### src/rtl/wtr_pkg.sv
package wtr_pkg;
   typedef enum logic [1:0] {
      OP_NONE  = 2'b00,
      OP_WRITE = 2'b01,
      OP_READ  = 2'b10,
      OP_OTHER = 2'b11
   } cmd_op_e;

   localparam logic [1:0] BLM_FIX8 = 2'b00;
   localparam logic [1:0] BLM_OTF  = 2'b01;
   localparam logic [1:0] BLM_FIX4 = 2'b10;

   function automatic logic chop_from_mode(input logic [1:0] mode, input logic a12);
      logic r;
      case (mode)
         BLM_OTF:  r = ~a12;
         BLM_FIX4: r = 1'b1;
         default:  r = 1'b0;
      endcase
      return r;
   endfunction
endpackage

### src/rtl/wtr_bl_decode.sv
module wtr_bl_decode
   import wtr_pkg::*;
(
   input  logic [1:0] mode,
   input  logic       a12,
   output logic       chop
);
   always_comb chop = chop_from_mode(mode, a12);
endmodule

### src/rtl/wtr_dev_timer.sv
module wtr_dev_timer #(
   parameter int CNT_W = 7
) (
   input  logic             clk,
   input  logic             rst_n,
   input  logic             load,
   input  logic [CNT_W-1:0] load_val,
   output logic             busy
);
   logic [CNT_W-1:0] remain_q;

   always_ff @(posedge clk or negedge rst_n) begin
      if (!rst_n)                remain_q <= '0;
      else if (load)             remain_q <= load_val;
      else if (remain_q != '0)   remain_q <= remain_q - 1'b1;
   end

   assign busy = (remain_q != '0);
endmodule

### src/rtl/wtr_timer.sv
module wtr_timer
   import wtr_pkg::*;
#(
   parameter int N_DEV    = 2,
   parameter int LAT_W    = 4,
   parameter int CYC_W    = 16,
   parameter int TBL_BC4  = 4,
   parameter int TBL_BL8  = 4,
   parameter int RST_AL   = 0,
   parameter int RST_CWL  = 5,
   parameter int RST_CL   = 5,
   parameter int RST_TWTR = 4,
   localparam int DEV_W   = (N_DEV > 1) ? $clog2(N_DEV) : 1,
   localparam int CNT_W   = LAT_W + 3
) (
   input  logic              clk,
   input  logic              rst_n,
   input  logic [1:0]        cmd_op,
   input  logic [DEV_W-1:0]  cmd_dev,
   input  logic              cmd_a12,
   input  logic [1:0]        mr_bl,
   input  logic [LAT_W-1:0]  cfg_al,
   input  logic [LAT_W-1:0]  cfg_cwl,
   input  logic [LAT_W-1:0]  cfg_cl,
   input  logic [LAT_W-1:0]  cfg_twtr,
   output logic              cmd_bc4,
   output logic [N_DEV-1:0]  rd_allowed,
   output logic              rd_violation,
   output logic              rd_due_vld,
   output logic [CYC_W-1:0]  rd_due_cyc,
   output logic [CYC_W-1:0]  now_cycle
);
   // elaboration-time parameter checks
   if (N_DEV < 1)                       begin : g_bad_ndev $error("N_DEV must be at least 1"); end
   if (TBL_BC4 < 1 || TBL_BL8 < 1)     begin : g_bad_tbl  $error("burst windows must be at least 1"); end
   if (TBL_BC4 >= (1 << LAT_W) || TBL_BL8 >= (1 << LAT_W))
                                        begin : g_big_tbl  $error("burst windows must fit LAT_W"); end
   if (CYC_W < 2)                       begin : g_bad_cyc  $error("CYC_W too small"); end

   logic [LAT_W-1:0] al_q, cwl_q, cl_q, twtr_q;
   logic [CYC_W-1:0] cyc_q;
   logic [N_DEV-1:0] busy;
   logic [CNT_W-1:0] tbl_sel;
   logic [CNT_W-1:0] gap_m1;
   logic             is_wr, is_rd, dev_ok;

   wtr_bl_decode u_dec (
      .mode (mr_bl),
      .a12  (cmd_a12),
      .chop (cmd_bc4)
   );

   // burst-window choice: a constant when both lengths match
   if (TBL_BC4 == TBL_BL8) begin : g_tbl_same
      assign tbl_sel = CNT_W'(TBL_BL8);
   end else begin : g_tbl_mux
      assign tbl_sel = cmd_bc4 ? CNT_W'(TBL_BC4) : CNT_W'(TBL_BL8);
   end

   assign is_wr  = (cmd_op == OP_WRITE);
   assign is_rd  = (cmd_op == OP_READ);
   assign gap_m1 = CNT_W'(al_q) + CNT_W'(cwl_q) + tbl_sel + CNT_W'(twtr_q) - 1'b1;

   for (genvar d = 0; d < N_DEV; d++) begin : g_dev
      logic hit;
      assign hit = is_wr && (cmd_dev == DEV_W'(d));
      wtr_dev_timer #(.CNT_W(CNT_W)) u_tmr (
         .clk      (clk),
         .rst_n    (rst_n),
         .load     (hit),
         .load_val (gap_m1),
         .busy     (busy[d])
      );
      assign rd_allowed[d] = ~busy[d];
   end

   always_comb begin
      dev_ok = 1'b0;
      for (int d = 0; d < N_DEV; d++)
         if (cmd_dev == DEV_W'(d)) dev_ok = rd_allowed[d];
   end

   always_ff @(posedge clk or negedge rst_n) begin
      if (!rst_n) begin
         al_q   <= LAT_W'(RST_AL);
         cwl_q  <= LAT_W'(RST_CWL);
         cl_q   <= LAT_W'(RST_CL);
         twtr_q <= LAT_W'(RST_TWTR);
      end else if (!(|busy) && !is_wr) begin
         al_q   <= cfg_al;
         cwl_q  <= cfg_cwl;
         cl_q   <= cfg_cl;
         twtr_q <= cfg_twtr;
      end
   end

   always_ff @(posedge clk or negedge rst_n) begin
      if (!rst_n) begin
         cyc_q        <= '0;
         rd_due_vld   <= 1'b0;
         rd_violation <= 1'b0;
         rd_due_cyc   <= '0;
      end else begin
         cyc_q        <= cyc_q + 1'b1;
         rd_due_vld   <= is_rd && dev_ok;
         rd_violation <= is_rd && !dev_ok;
         if (is_rd && dev_ok)
            rd_due_cyc <= cyc_q + CYC_W'(al_q) + CYC_W'(cl_q);
      end
   end

   assign now_cycle = cyc_q;
endmodule

### config.mk
export PLATFORM = sky130hd
export DESIGN_NAME = wtr_timer
export DESIGN_NICKNAME = d
export VERILOG_FILES = /design/src/rtl/wtr_pkg.sv /design/src/rtl/wtr_bl_decode.sv /design/src/rtl/wtr_dev_timer.sv /design/src/rtl/wtr_timer.sv
export SDC_FILE = /design/constraint.sdc
export NUM_CORES = 1
export LEC_CHECK = 0
export BUFFER_PORTS_ARGS = -buffer_cell sky130_fd_sc_hd__buf_2
export CORE_MARGIN = 5
export CORE_UTILIZATION = 32
export CTS_CLUSTER_SIZE = 12
export DETAILED_ROUTE_END_ITERATION = 8
export PLACE_DENSITY_LB_ADDON = 0.05
export SYNTH_ARGS = -nofsm -noshare
export SYNTH_HDL_FRONTEND = slang
export SYNTH_HIERARCHICAL = 1
export SYNTH_SLANG_ARGS = --single-unit
### constraint.sdc
create_clock -name clk -period 4.4 [get_ports clk]
set_clock_uncertainty 0.1 [all_clocks]
set_input_delay 0.88 -clock clk [delete_from_list [all_inputs] [get_ports clk]]
set_output_delay 0.88 -clock clk [all_outputs]
set_load 0.03 [all_outputs]
* After elaboration in Yosys (flattened, before gate mapping)
Index checks and enable logic that the tools add are counted.
Word-level totals: memory bits (read-only) 0, memories 0, input bits 24, latch bits 0, register bits after elaboration 64, output and inout bits 37, logic and storage cells 46, bits in writable memories 0
Operators by class: shifts and indexed selects 0, div/mod/pow operators 0, mux-type cells 6, add/subtract/negate cells 9, bitwise gates (word level) 4, $lt $le $gt $ge 0, equality and inequality tests 4, reduce and logical (&&, ||, !) cells 13, multipliers 0
Operator list (number):
- $add A16 B4 Y16 | 2
- $mux W7 | 4
- $sub A7 B1 Y7 const B | 3
- $add A16 B1 Y16 const B | 1
- $reduce_bool A7 Y1 | 2
- $add A6 B4 Y7 | 1
- $add A5 B3 Y6 const B | 1
- $add A4 B4 Y5 | 1
- $logic_and A1 B1 Y1 | 5
- $eq A2 B1 Y1 const B | 2
- $eq A2 B2 Y1 const B | 2
- $not A1 Y1 | 4
- $reduce_bool A2 Y1 | 2
- $logic_not A1 Y1 | 3
- $pmux W1 S2 | 1
- $reduce_or A2 Y1 | 1
- $mux W1 | 1

* Depth between registers and ports, before layout
depth in word-level cells 5, mapped depth 12, depth with buffers taken out 12

* Modules after synthesis
Netlist, hierarchy kept.
Modules (own cells, without submodules):
- wtr_timer | times used 1, cells each 244, seq. area each 1257.5 um^2, area each 2646.3 um^2
- wtr_dev_timer | times used 2, cells each 44, seq. area each 175.2 um^2, area each 437.9 um^2
- wtr_bl_decode | times used 1, cells each 7, seq. area each 0.0 um^2, area each 51.3 um^2

* Worst setup path before layout
Ideal clock, no wire load.
path kind register -> register, start point register cyc_q[1] (netlist: now_cycle[1]), end point register rd_due_cyc[7], stages on the path, launching flop included 9, data arrival time 2.505 ns, period minus slack after synthesis 2.687 ns, slack 1.713 ns, cells stage by stage dfrtp_1 -> fa_1 -> ha_1 -> fa_1 -> a21o_1 -> a21oi_1 -> clkbuf_1 -> o21ai_0 -> a31oi_1
On the way: longest elaborated chain between the ends 2
RTL lines:
- from (decl) | RTL line wtr_timer.sv:41 | logic [CYC_W-1:0] cyc_q;
- from (signal assigned) | RTL line wtr_timer.sv:104 | cyc_q <= cyc_q + 1'b1;
- $add A16 B4 Y16 (2 in series) | RTL line wtr_timer.sv:108 | rd_due_cyc <= cyc_q + CYC_W'(al_q) + CYC_W'(cl_q);
- to (signal assigned) | RTL line wtr_timer.sv:108
- to (decl) | RTL line wtr_timer.sv:30 | output logic [CYC_W-1:0] rd_due_cyc,
No other way between the ends. A chain may end at the register's enable or synchronous reset.

* Final worst setup path
start point register g_dev[0].u_tmr.remain_q[4], end point register rd_due_cyc[14]
On the way: longest elaborated chain between the ends 4
RTL lines:
- from (decl) | RTL line wtr_dev_timer.sv:10 | logic [CNT_W-1:0] remain_q;
- from (signal assigned) | RTL line wtr_dev_timer.sv:14 | else if (load) remain_q <= load_val;
- from (signal assigned) | RTL line wtr_dev_timer.sv:15 | else if (remain_q != '0) remain_q <= remain_q - 1'b1;
- $reduce_bool A7 Y1 | RTL line wtr_dev_timer.sv:18 | assign busy = (remain_q != '0);
- net busy[0] | RTL line wtr_timer.sv:42 | logic [N_DEV-1:0] busy;
- $not A1 Y1 | RTL line wtr_timer.sv:74 | assign rd_allowed[d] = ~busy[d];
- $mux W1 | RTL line wtr_timer.sv:80 | if (cmd_dev == DEV_W'(d)) dev_ok = rd_allowed[d];
- $logic_and A1 B1 Y1 | RTL line wtr_timer.sv:107 | if (is_rd && dev_ok)
The timed path passes the listed nets, and every way through them passes these cells.

==> results.sh <==
export IMPL_synth_top_area_cell="dfrtp_1"
export IMPL_synth_seq_cells=64
export IMPL_nNetsFinal=455
export IMPL_layout_common_cells="60 x buf_2, 59 x dfrtp_1, 34 x inv_1, 26 x nand2_1, 20 x ha_1"
export IMPL_p_sw_share_pct=36.4
export IMPL_fmax_mhz=323
export IMPL_seq_power_share_pct=41.8
export IMPL_place_congestion=0.727
export IMPL_numCtsBuffers=9
export IMPL_die_area_um2=13400
export IMPL_max_stage_delay_ns=0.58
export IMPL_cts_resized=0
export IMPL_critPathMaxFanout=20
export IMPL_hold_class="primary input to async pin"
export IMPL_async_flop_share_pct=100
export IMPL_holdBufCountCts=0
export IMPL_pwr_density_cell_nw_per_um2=474
export IMPL_worst_pin_slew_ns=0.874
export IMPL_synth_cell_types=43
export IMPL_grt_start_max_net_pins=44
export IMPL_cts_tree="done"
export IMPL_maxCapViolations=0
export IMPL_cts_path_max_buffers=2
export IMPL_finalCoreUtilization_pct=38.7
export IMPL_slew_viol_final=0
export IMPL_outcome="finished, final reports clean"
export IMPL_worstPathRequired_ns=4.58
export IMPL_wl_per_cell_um=14.5
export IMPL_ant_nets=0
export IMPL_synth_seq_area_share_pct=45.0
export IMPL_rows=38
export IMPL_cp_common_cell="inv_1"
export IMPL_antenna_found_initial=0
export IMPL_yosysWarnings=6
export IMPL_start_util_pct=32.8
export IMPL_static_leakage_power_nw=2.12
export IMPL_drt_pass1_iter_count=5
export IMPL_yosys_most_used_dff="dfrtp_1"
export IMPL_place_inst=531
export IMPL_worst_setup_path_end_kind="flop"
export IMPL_finalSetupViolations=0
export IMPL_yosysTopAreaCellShare_pct=41.3
export IMPL_max_vdd_ir_drop_mv=0.232
export IMPL_diodes=0
export IMPL_coreArea_um2=10900
export IMPL_fin_crit_sh_pct=70.4
export IMPL_clock_latency_ns=0.35
export IMPL_path_cells="or4_4, nor2_1, inv_1, mux2_4, or2_0, inv_1, o211ai_1, nand3_1"
export IMPL_area_delta_synth_final_pct=17.9
export IMPL_p_int_mw=1.27
export IMPL_cts_setup_buffers=0
export IMPL_cts_sinks=64
export IMPL_rrSetupSlack_ns=1.30
export IMPL_final_common_cell="buf_2"
export IMPL_die_w_um=116
export IMPL_hold_viol=0
export IMPL_reg2reg_to="rd_due_cyc[14]"
export IMPL_p_switching_mw=0.727
export IMPL_cts_clk_slew_worst_paths_ns=0.07
export IMPL_cp_arrival_ns=3.28
export IMPL_port_buffers=60
export IMPL_synth_edf_count=0
export IMPL_fin_tns_setup_ns=0
export IMPL_synth_top_cells_by_area="dfrtp_1 41%, ha_1 7.0%, fa_1 5.0%, mux2_2 5.0%, dfstp_2 3.7%"
export IMPL_layout_drive_gt1_share_pct=25.6
export IMPL_rsz0062_at_grt="false"
export IMPL_cp_start_kind="flop"
export IMPL_vias=2595
export IMPL_finalWirelength_um=7930
export IMPL_crit_type="flop to flop"
export IMPL_fin_crit_ns=3.10
export IMPL_cpMaxStageDelayCell="or4_4"
export IMPL_grt_total_usage_pct=12.8
export IMPL_reg2reg_from="g_dev[0].u_tmr/remain_q[4]"
export IMPL_power_mw=2.00
export IMPL_ioPinCount=61
export IMPL_ctsHtreeMaxLevel=3
export IMPL_slew_headroom_pct=41.5
export IMPL_netlist_area_um2=3570
export IMPL_drc=0
export IMPL_root_buffer="clkbuf_8"
export IMPL_pwr_share_clk_pct=25.9
export IMPL_place_hpwl_um=6080
export IMPL_die_y_um=116
export IMPL_vias_per_cell=4.74
export IMPL_layoutNonFillerInstCount=547
export IMPL_grt_ovfl_total=0
export IMPL_p_comb_share_pct=32.3
export IMPL_worstRegToRegCells=8
export IMPL_syn_avg_cell_area_um2=10.5
export IMPL_syn_inst=339
export IMPL_grt_pass1_wl_um=13100
export IMPL_drt_iter0_drc=96
export IMPL_grt_pass1_vias=2572
## state kept, by name, summed over array words and instances (netlist names)
name and count:
cl_q 4, twtr_q 4, rd_violation 1, rd_due_cyc 16
cwl_q 4, rd_due_vld 1, g_dev.u_tmr/remain_q 14, now_cycle 16
al_q 4
## per-layer routing
layer / track usage, % / share of wire (%) / vias to the layer above
met4: 3.94 / 1.2 / 0
met3: 5.95 / 8.0 / 6
li1: - / - / 1307
met5: 0 / 0 / -
met1: 16.0 / 45 / 1217
met2: 19.8 / 45 / 65
## worst max-delay path, delay by kind of cell (launching register included)
kind,cells,cell delay (ns)
simple gates,4,1.41
flops,1,0.42
mux,1,0.27
compound gates,1,0.17
buf+inv,2,0.66
## metrics by stage
| step | setup slack [ns] | hold WS, ns | area, um^2 |
|---|---|---|---|
| after floorplan | 1.71 | 0.379 | 3580 |
| after global placement | 1.35 | 0.361 | 4020 |
| after detailed placement | 1.27 | 0.361 | 4020 |
| after CTS | 1.24 | 0.383 | 4210 |
| after global routing | 1.03 | 0.413 | 4210 |
| final | 1.30 | 0.386 | 4210 |
## synth_stat cells (8+ instances only)
library cell,count
nand2b_1,8
ha_1,20
o21ai_0,14
dfrtp_1,59
nand3_1,10
nor2_1,17
xnor2_1,14
inv_1,34
mux2_2,16
xor2_1,9
a31oi_1,9
o31ai_1,10
a21oi_1,8
fa_1,9
nand2_1,26
## how the worst max path moves through the flow
| stage | slack (ns) | startpoint | endpoint | depth (start not counted) |
|---|---|---|---|---|
| after detailed placement | 1.27 | g_dev[1].u_tmr/remain_q[4] | rd_due_cyc[14] | 8 |
| after global routing | 1.03 | g_dev[1].u_tmr/remain_q[4] | rd_due_cyc[14] | 8 |
| after floorplan | 1.71 | now_cycle[1] | rd_due_cyc[7] | 8 |
| final | 1.30 | g_dev[0].u_tmr/remain_q[4] | rd_due_cyc[14] | 8 |
| after CTS | 1.24 | g_dev[0].u_tmr/remain_q[4] | rd_due_cyc[14] | 8 |
| after global placement | 1.35 | g_dev[1].u_tmr/remain_q[4] | rd_due_cyc[14] | 8 |
## logic make-up (layout without fill, tap and decap cells)
kind of cell             Yosys count  after routing  share of synthesized area [%]
adder cells (fa/ha/maj)           29             29                           12.0
buffers and inverters             44            111                           4.83
AND/OR/NAND/NOR                   99             99                           15.4
XOR/XNOR                          23             23                           5.64
multiplexers                      17             17                           5.46
flip-flops                        64             64                           45.0
AO/OA/AOI/OAI                     62             62                           11.5
other                              1              2                          0.105
## layout make-up
type                            instances  area, um^2
Fill cell                            1088        6670
Sequential cell                        64        1610
Clock buffer                           13         159
Multi-Input combinational cell        232        1800
Inverter                               34         128
Tap cell                              140         175
Timing Repair Buffer                   61         308
Clock inverter                          3        40.0
## power groups by stage
stage / registers (mW) / logic [mW] / clock network [mW]
after detailed placement: 0.847 / 0.653 / 0
final: 0.835 / 0.646 / 0.517
after CTS: 0.837 / 0.656 / 0.547
after global routing: 0.857 / 0.719 / 0.564
after floorplan: 0.943 / 0.359 / 0
after global placement: 0.848 / 0.656 / 0
No activity file was read; power rests on OpenSTA's default activity.
